$ cat config.mk
export PLATFORM = sky130hd
export DESIGN_NAME = muldiv_unit
export DESIGN_NICKNAME = d
export VERILOG_FILES = /design/src/rtl/muldiv_pkg.sv /design/src/rtl/md_seq.sv /design/src/rtl/md_mul.sv /design/src/rtl/md_div.sv /design/src/rtl/muldiv_unit.sv
export SDC_FILE = /design/constraint.sdc
export NUM_CORES = 1
export LEC_CHECK = 0
export BUFFER_PORTS_ARGS = -buffer_cell sky130_fd_sc_hd__buf_4
export CORE_AREA = 5 5 89 91
export CTS_CLUSTER_DIAMETER = 100
export DETAILED_ROUTE_END_ITERATION = 10
export DIE_AREA = 0 0 94 96
export PLACE_DENSITY = 0.84
export SLEW_MARGIN = 30
export SYNTH_ARGS = -nofsm -noshare
export SYNTH_HDL_FRONTEND = slang
export SYNTH_SLANG_ARGS = --single-unit
$ cat constraint.sdc
create_clock -name clk -period 7.96 [get_ports clk]
set_clock_uncertainty 0.15 [all_clocks]
set_input_delay 2.388 -clock clk [delete_from_list [all_inputs] [get_ports clk]]
set_output_delay 2.388 -clock clk [all_outputs]
set_load 0.01 [all_outputs]
$ cat src/rtl/muldiv_pkg.sv
package muldiv_pkg;
  typedef enum logic {
    OP_MUL = 1'b0,
    OP_DIV = 1'b1
  } md_op_e;

  localparam int unsigned MD_WIDTH   = 8;
  localparam int unsigned MD_DECODE  = 3;
  localparam int unsigned MD_MUL_LAT = 19;
  localparam int unsigned MD_DIV_LAT = 26;
endpackage

$ cat src/rtl/md_seq.sv
module md_seq #(
  parameter int unsigned MUL_LAT = 19,
  parameter int unsigned DIV_LAT = 26,
  parameter int unsigned DECODE  = 3,
  parameter int unsigned STEPS   = 8
) (
  input  logic clk,
  input  logic rst,
  input  logic start,
  input  logic op_div,
  output logic busy,
  output logic done,
  output logic load,
  output logic step,
  output logic finish,
  output logic div_sel
);
  localparam int unsigned AW = $clog2(DIV_LAT + 1);
  localparam logic [AW-1:0] STEP_LO  = AW'(DECODE);
  localparam logic [AW-1:0] STEP_HI  = AW'(DECODE + STEPS);
  localparam logic [AW-1:0] MUL_LAST = AW'(MUL_LAT - 1);
  localparam logic [AW-1:0] DIV_LAST = AW'(DIV_LAT - 1);

  logic [AW-1:0] age;
  logic [AW-1:0] last;

  assign load   = start && !busy;
  assign last   = div_sel ? DIV_LAST : MUL_LAST;
  assign step   = busy && (age >= STEP_LO) && (age < STEP_HI);
  assign finish = busy && (age == last);

  always_ff @(posedge clk) begin
    if (rst) begin
      busy    <= 1'b0;
      done    <= 1'b0;
      age     <= '0;
      div_sel <= 1'b0;
    end else begin
      done <= 1'b0;
      if (load) begin
        busy    <= 1'b1;
        age     <= '0;
        div_sel <= op_div;
      end else if (busy) begin
        age <= age + 1'b1;
        if (age == last) begin
          busy <= 1'b0;
          done <= 1'b1;
        end
      end
    end
  end

  AST_STEP_ONLY_BUSY: assert property (@(posedge clk) disable iff (rst)
    step |-> busy && !finish) else $error("step outside busy window");
endmodule

$ cat src/rtl/md_mul.sv
module md_mul #(
  parameter int unsigned W = 8
) (
  input  logic           clk,
  input  logic           rst,
  input  logic           load,
  input  logic           step,
  input  logic [W-1:0]   a,
  input  logic [W-1:0]   b,
  output logic [2*W-1:0] prod
);
  logic [W-1:0] hi;
  logic [W-1:0] lo;
  logic [W-1:0] mcand;
  logic [W:0]   sum;

  assign sum  = {1'b0, hi} + (lo[0] ? {1'b0, mcand} : '0);
  assign prod = {hi, lo};

  always_ff @(posedge clk) begin
    if (rst) begin
      hi    <= '0;
      lo    <= '0;
      mcand <= '0;
    end else if (load) begin
      hi    <= '0;
      lo    <= b;
      mcand <= a;
    end else if (step) begin
      hi <= sum[W:1];
      lo <= {sum[0], lo[W-1:1]};
    end
  end
endmodule

$ cat src/rtl/md_div.sv
module md_div #(
  parameter int unsigned W = 8
) (
  input  logic         clk,
  input  logic         rst,
  input  logic         load,
  input  logic         step,
  input  logic [W-1:0] num_hi,
  input  logic [W-1:0] num_lo,
  input  logic [W-1:0] den,
  output logic [W-1:0] quo,
  output logic [W-1:0] rem,
  output logic         ovf
);
  logic [W-1:0] part;
  logic [W-1:0] q;
  logic [W-1:0] d;
  logic [W:0]   trial;
  logic [W-1:0] diff;
  logic         fits;

  assign trial = {part, q[W-1]};
  assign fits  = trial >= {1'b0, d};
  assign diff  = trial[W-1:0] - d;
  assign quo   = ovf ? '1 : q;
  assign rem   = ovf ? q : part;

  always_ff @(posedge clk) begin
    if (rst) begin
      part <= '0;
      q    <= '0;
      d    <= '0;
      ovf  <= 1'b0;
    end else if (load) begin
      part <= num_hi;
      q    <= num_lo;
      d    <= den;
      ovf  <= (num_hi >= den);
    end else if (step && !ovf) begin
      part <= fits ? diff : trial[W-1:0];
      q    <= {q[W-2:0], fits};
    end
  end

  AST_REM_BELOW_DIV: assert property (@(posedge clk) disable iff (rst)
    (!ovf && d != '0) |-> part < d) else $error("partial remainder too large");
endmodule

$ cat src/rtl/muldiv_unit.sv
module muldiv_unit
  import muldiv_pkg::*;
#(
  parameter int unsigned W       = MD_WIDTH,
  parameter int unsigned DECODE  = MD_DECODE,
  parameter int unsigned MUL_LAT = MD_MUL_LAT,
  parameter int unsigned DIV_LAT = MD_DIV_LAT
) (
  input  logic         clk,
  input  logic         rst,
  input  logic         start,
  input  logic         op_div,
  input  logic [W-1:0] opa_hi,
  input  logic [W-1:0] opa_lo,
  input  logic [W-1:0] opb,
  output logic         busy,
  output logic         done,
  output logic [W-1:0] res_hi,
  output logic [W-1:0] res_lo,
  output logic         flag_z,
  output logic         flag_s,
  output logic         flag_c
);
  logic           load, step, finish, div_sel;
  logic [2*W-1:0] prod;
  logic [W-1:0]   quo, rem;
  logic           ovf;

  md_seq #(
    .MUL_LAT(MUL_LAT), .DIV_LAT(DIV_LAT), .DECODE(DECODE), .STEPS(W)
  ) u_seq (
    .clk(clk), .rst(rst), .start(start), .op_div(op_div),
    .busy(busy), .done(done), .load(load), .step(step),
    .finish(finish), .div_sel(div_sel)
  );

  md_mul #(.W(W)) u_mul (
    .clk(clk), .rst(rst), .load(load), .step(step),
    .a(opa_lo), .b(opb), .prod(prod)
  );

  md_div #(.W(W)) u_div (
    .clk(clk), .rst(rst), .load(load), .step(step),
    .num_hi(opa_hi), .num_lo(opa_lo), .den(opb),
    .quo(quo), .rem(rem), .ovf(ovf)
  );

  always_ff @(posedge clk) begin
    if (rst) begin
      res_hi <= '0;
      res_lo <= '0;
      flag_z <= 1'b0;
      flag_s <= 1'b0;
      flag_c <= 1'b0;
    end else if (finish) begin
      if (div_sel == OP_DIV) begin
        res_hi <= rem;
        res_lo <= quo;
        flag_z <= (quo == '0);
        flag_s <= !ovf && (quo == '0) && (rem != '0);
        flag_c <= ovf;
      end else begin
        res_hi <= prod[2*W-1:W];
        res_lo <= prod[W-1:0];
        flag_z <= (prod[W-1:0] == '0);
      end
    end
  end

  AST_DONE_ONE_CYCLE: assert property (@(posedge clk) disable iff (rst)
    done |=> !done) else $error("done longer than one cycle");
  AST_DONE_NOT_BUSY: assert property (@(posedge clk) disable iff (rst)
    done |-> !busy) else $error("busy during done");
  AST_START_IGNORED: assert property (@(posedge clk) disable iff (rst)
    (busy && start && !finish) |=> busy) else $error("start restarted busy unit");
  AST_MUL_ZLOW: assert property (@(posedge clk) disable iff (rst)
    (done && !div_sel) |-> flag_z == (res_lo == '0)) else $error("mul zero flag");
  AST_MUL_KEEP_SC: assert property (@(posedge clk) disable iff (rst)
    (done && !div_sel) |-> (flag_s == $past(flag_s) && flag_c == $past(flag_c)))
    else $error("mul touched sign/carry");
  AST_DIV_SATURATE: assert property (@(posedge clk) disable iff (rst)
    (done && div_sel && flag_c) |-> (res_lo == '1 && !flag_z && !flag_s))
    else $error("overflow result not saturated");
endmodule

== Yosys cells after proc, flatten, opt, wreduce, memory -nomap -nowiden ==
Cells that the tools add are included.

* Bits in registers: 76
* Latch bits: 0
* Memory bits (writable): 0
* Memory bits (read-only): 0
* Output and inout bits: 21
* Word-level logic and storage cells: 60
* Memories kept: 0

* $add $sub $neg: 3
* $mul: 0
* Divide/modulo/power cells: 0
* Order comparisons: 4
* Equal/unequal tests: 1
* Shift-type cells: 0
* Muxes and demuxes: 18
* Bitwise gates (word level): 1
* Reductions and logical operators: 17

{| class="wikitable"
|+ Operator list
! cell !! count
|-
| 8-bit two-way mux || 12
|-
| 8-bit logical NOT || 2
|-
| 8-bit by 9-bit adder with 9-bit output || 1
|-
| 9-bit by 8-bit >= comparator with 1-bit output || 1
|-
| 8-bit >= comparator || 1
|-
| 8-bit nonzero test || 1
|-
| 8-bit subtractor || 1
|-
| 1-bit logical AND || 7
|-
| 5-bit by 1-bit adder with 5-bit output, second input constant || 1
|-
| 5-bit equality test || 1
|-
| 5-bit by 2-bit >= comparator with 1-bit output, second input constant || 1
|-
| 5-bit by 4-bit < comparator with 1-bit output, second input constant || 1
|-
| 1-bit two-way mux || 5
|-
| 4-bit two-way mux || 1
|-
| 2-bit nonzero test || 2
|-
| 3-bit OR reduction || 1
|-
| 1-bit logical NOT || 2
|-
| 2-bit AND reduction || 1
|-
| 2-bit OR reduction || 1
|-
| 1-bit inverter || 1
|}

== Logic depth before layout (Yosys ltp) ==
* Depth after elaboration: 6
* Gate-level depth with buffers: 10

== By module ==
From an unflattened synthesis, not the netlist that was laid out.

* Cell total of the unflattened synthesis: 522
* Area, all modules: 4424.2 µm²

{| class="wikitable"
|+ Modules (own cells, without submodules)
! module !! instances !! cells an instance !! area each (µm²)
|-
| md_div || 1 || 238 || 1845.5
|-
| md_mul || 1 || 152 || 1335.0
|-
| muldiv_unit || 1 || 94 || 880.8
|-
| md_seq || 1 || 38 || 362.8
|}

== Worst setup path before layout ==
No wires, ideal clock.

* Path type: input -> register
* Start: input port opa_hi[0]
* End: register u_div.ovf
* Arrival: 3.268 ns
* Slack: 4.413 ns
* Stages: 8
* Path buffers: 0
* Cell sequence: inv_1 -> ha_1 -> nand2b_1 -> a21oi_1 -> nor2b_1 -> o21ai_0 -> a21o_1 -> a21oi_1

* Cells in the longest elaborated chain, start to end: 1

{| class="wikitable"
|+ RTL lines
! what !! RTL line !! text
|-
| start, declared || muldiv_unit.sv:13 || <nowiki>input logic [W-1:0] opa_hi,</nowiki>
|-
| 8-bit >= comparator || md_div.sv:38 || <nowiki>ovf <= (num_hi >= den);</nowiki>
|-
| end signal, assigned || md_div.sv:38 ||
|-
| end, declared || md_div.sv:13 || <nowiki>output logic ovf</nowiki>
|}

No other way between the ends.
A chain may end at the register's enable or synchronous reset.

== Worst setup path after layout ==
* Start: input port start
* End: register u_mul.hi[6]

* Cells in the longest elaborated chain, start to end: 2

{| class="wikitable"
|+ RTL lines
! what !! RTL line !! text
|-
| start, declared || muldiv_unit.sv:11 || <nowiki>input logic start,</nowiki>
|-
| 1-bit logical AND || md_seq.sv:27 || <nowiki>assign load = start && !busy;</nowiki>
|-
| 2-bit OR reduction (no source line) || - ||
|-
| end signal, assigned || md_mul.sv:30 || <nowiki>hi <= sum[W:1];</nowiki>
|-
| end, declared || md_mul.sv:12 || <nowiki>logic [W-1:0] hi;</nowiki>
|}

No other way between the ends.

==> metrics <==
status=completed; layout cell share with drive strength beyond 1=13.9%; die area=9020 sq um; Placeable Area=7060 sq um; post-synthesis mux area share=3.49%; GRT Util Overall=approximately a quarter; most common flop cell mapped by yosys=dfxtp_1; Synth area leader=dfxtp_1; leakage power=between 1.5 and 2 nW; Cell Area, Synth=4300 sq um; Clock Sink Count=76; CTS clk-pin slew, worst paths=0.08 ns; postcts setup bufs=0; final core occ=68.8%; Cell Rows=31; initial antenna violation count=0; number of port buffers=48; fin crit share=about half; Area Growth Syn to Fin=12.9%; post-placement cell area=between 4000 and 5000 sq um; Slew @ Worst Pin=about 0.85 ns; Synth area leaders=dfxtp_1 (35%), nor2_1 (7.3%), ha_1 (7.3%); CP max FO=57; hold_buf cts=0; number of detailed-route iterations in the first pass=7; Max Cap Viol=0; number of library cell types mapped by synthesis=50; sequential fraction of the synthesis area=35.4%; I/O pin count=49; post-route cell area=4860 sq um; Mapped Avg Cell Area=7.91 sq um; Post-CTS Resized=0; commonest non-fill, non-tap cell in the layout=nor2_1; register bit count reported by yosys=76; Die X=between 90 and 100 um; FF-to-FF setup slack=4.94 ns; Mapped Cells=between 500 and 600; Rel. slew slack=a little over two fifths; RSZ-0062 raised after global routing=no; worst hold path class=flip-flop to flip-flop; clk buf depth=2; Post-synth EDFFs=0; Slew Viols, Final=0; Syn Nets=approximately 600; VDD IR max=0.110 mV; Antenna Cells=0; Min Clock Period, post-route=3.88 ns; adder and majority gate portion of the synthesized area=under 10%; main combinational cell family by area after synthesis=compound AO/OA/AOI/OAI gates; CP Launch Type=input pin; most frequent cells in the layout=nor2_1 (84), nand2_1 (78), dfxtp_1 (75); Starting DRT DRC Count=a little over 500; TritonCTS clock tree=built; post-synthesis simple-gate area fraction=between 20% and 30%; Fin. Hold Viols=0; DRC=0; FMAX=257 MHz; post-synthesis compound-gate area fraction=22.3%; htree depth=3; vias in the first global route=~3.8k; final WL=11300 um; WL/cell=16.7 um; DIE HEIGHT=96 um; post-DR vias/cell=6.03; Post-Synth XOR/XNOR Area=2.65%; Remaining Overflow, GRT=0; largest net degree at the start of global routing=between 60 and 70; Post-synth ARST share=0%; Nets=between 600 and 700; HPWL after DPL=8090 um; CP endpoint kind=flip-flop; # setup viols final=0; CTS root buf=clkbuf_8; Crit Path Category=input pin to flip-flop; via count=roughly 4.1k; area share of the largest cell type after synthesis=35.4%; Setup TNS=0 ns; P per Cell Area=184 nW/um^2; total CTS buffers=9; CP Data Arrival Time=4.03 ns; Synth warnings=0; final antenna-violating net count=0; routability congestion estimate from global placement=0.887; starting density of the core=approximately three fifths; CP required=8.10 ns; clk_lat worst skew=0.35 ns; first-pass GRT wire length=around 18000 um
## area by class of cell
type	count	area, sq um
multi-input cells	410	2530
flip-flops and latches	76	1520
inverters	23	86.3
repair buffers	50	375
clock inverters	5	75.1
fillers	587	2200
well taps	99	124
clock buffers	11	141
## kinds of logic (layout without fill, tap and decap cells)
kind of cell             after synthesis  in the layout
AO/OA/AOI/OAI                        138            138
flip-flops                            76             76
adder cells (fa/ha/maj)               27             27
AND/OR/NAND/NOR                      218            218
buffers and inverters                 58             89
XOR/XNOR                              13             13
multiplexers                          14             14
## synth_stat cells, drive strengths merged, types with 2 or more instances
master	number
ha	25
o211ai	5
a21o	4
mux2	2
nor2b	4
a211oi	22
fa	2
xnor2	7
buf	7
dfxtp	76
a311oi	16
o21a	6
nand4	4
a21oi	50
clkbuf	28
o21bai	3
nor2	85
o21ai	15
nand2b	8
a2111oi	3
or3	2
a211o	2
o22ai	3
nand2	78
nor4	6
nand3	5
nor3	11
nand3b	3
and2	9
mux2i	12
xor2	6
o211a	3
inv	23
## through the flow
stage | std cells | power [mW] | hold WS, ns | setup slack, ns
after detailed placement | 658 | 0.574 | 0.294 | 3.36
final | 674 | 0.895 | 0.302 | 4.08
after global placement | 658 | 0.567 | 0.291 | 3.44
after global routing | 674 | 0.931 | 0.330 | 3.99
after CTS | 674 | 0.891 | 0.304 | 3.70
after floorplan | 544 | 0.534 | 0.282 | 4.41
## metal layers
metal	wire, um	GRT usage [%]	vias to the layer above
li1	-	-	1947
met1	4920	35.7	1871
met2	5090	40.8	223
met3	1110	5.00	20
met4	137	8.54	0
met5	0	0	-
## where the power goes
group / switching (mW) / leakage, nW / internal (mW)
logic: 0.0827 / 1.22 / 0.0640
registers: 0.0274 / 0.621 / 0.396
clock network: 0.142 / 0.113 / 0.184
## registers in the layout (all words and copies together) (netlist names), 5 cells and up
signal and count:
res_hi 8, res_lo 8, u_div.d 8, u_div.part 8
u_div.q 8, u_mul.hi 8, u_mul.lo 8, u_mul.mcand 8
u_seq.age 5
## worst max-delay path, stage by stage
cell and delay (ns):
buf_4 0.13, nand2b_4 0.44, nand2b_1 0.38, or3_1 0.41, mux2i_1 0.15, a31o_2 0.12
## worst paths after layout
kind,from,depth (start not counted),to
worst max-delay path,start,6,u_mul.hi[6]$_SDFFE_PP0P_
worst min-delay path,u_mul.mcand[5]$_SDFFE_PP0P_,2,u_mul.mcand[5]$_SDFFE_PP0P_
worst max register to register,u_div.part[3]$_SDFFE_PP0P_,7,u_div.part[0]$_SDFFE_PP0P_
worst min register to register,u_mul.mcand[5]$_SDFFE_PP0P_,2,u_mul.mcand[5]$_SDFFE_PP0P_
Note: power is estimated with default switching activity, not from simulation.
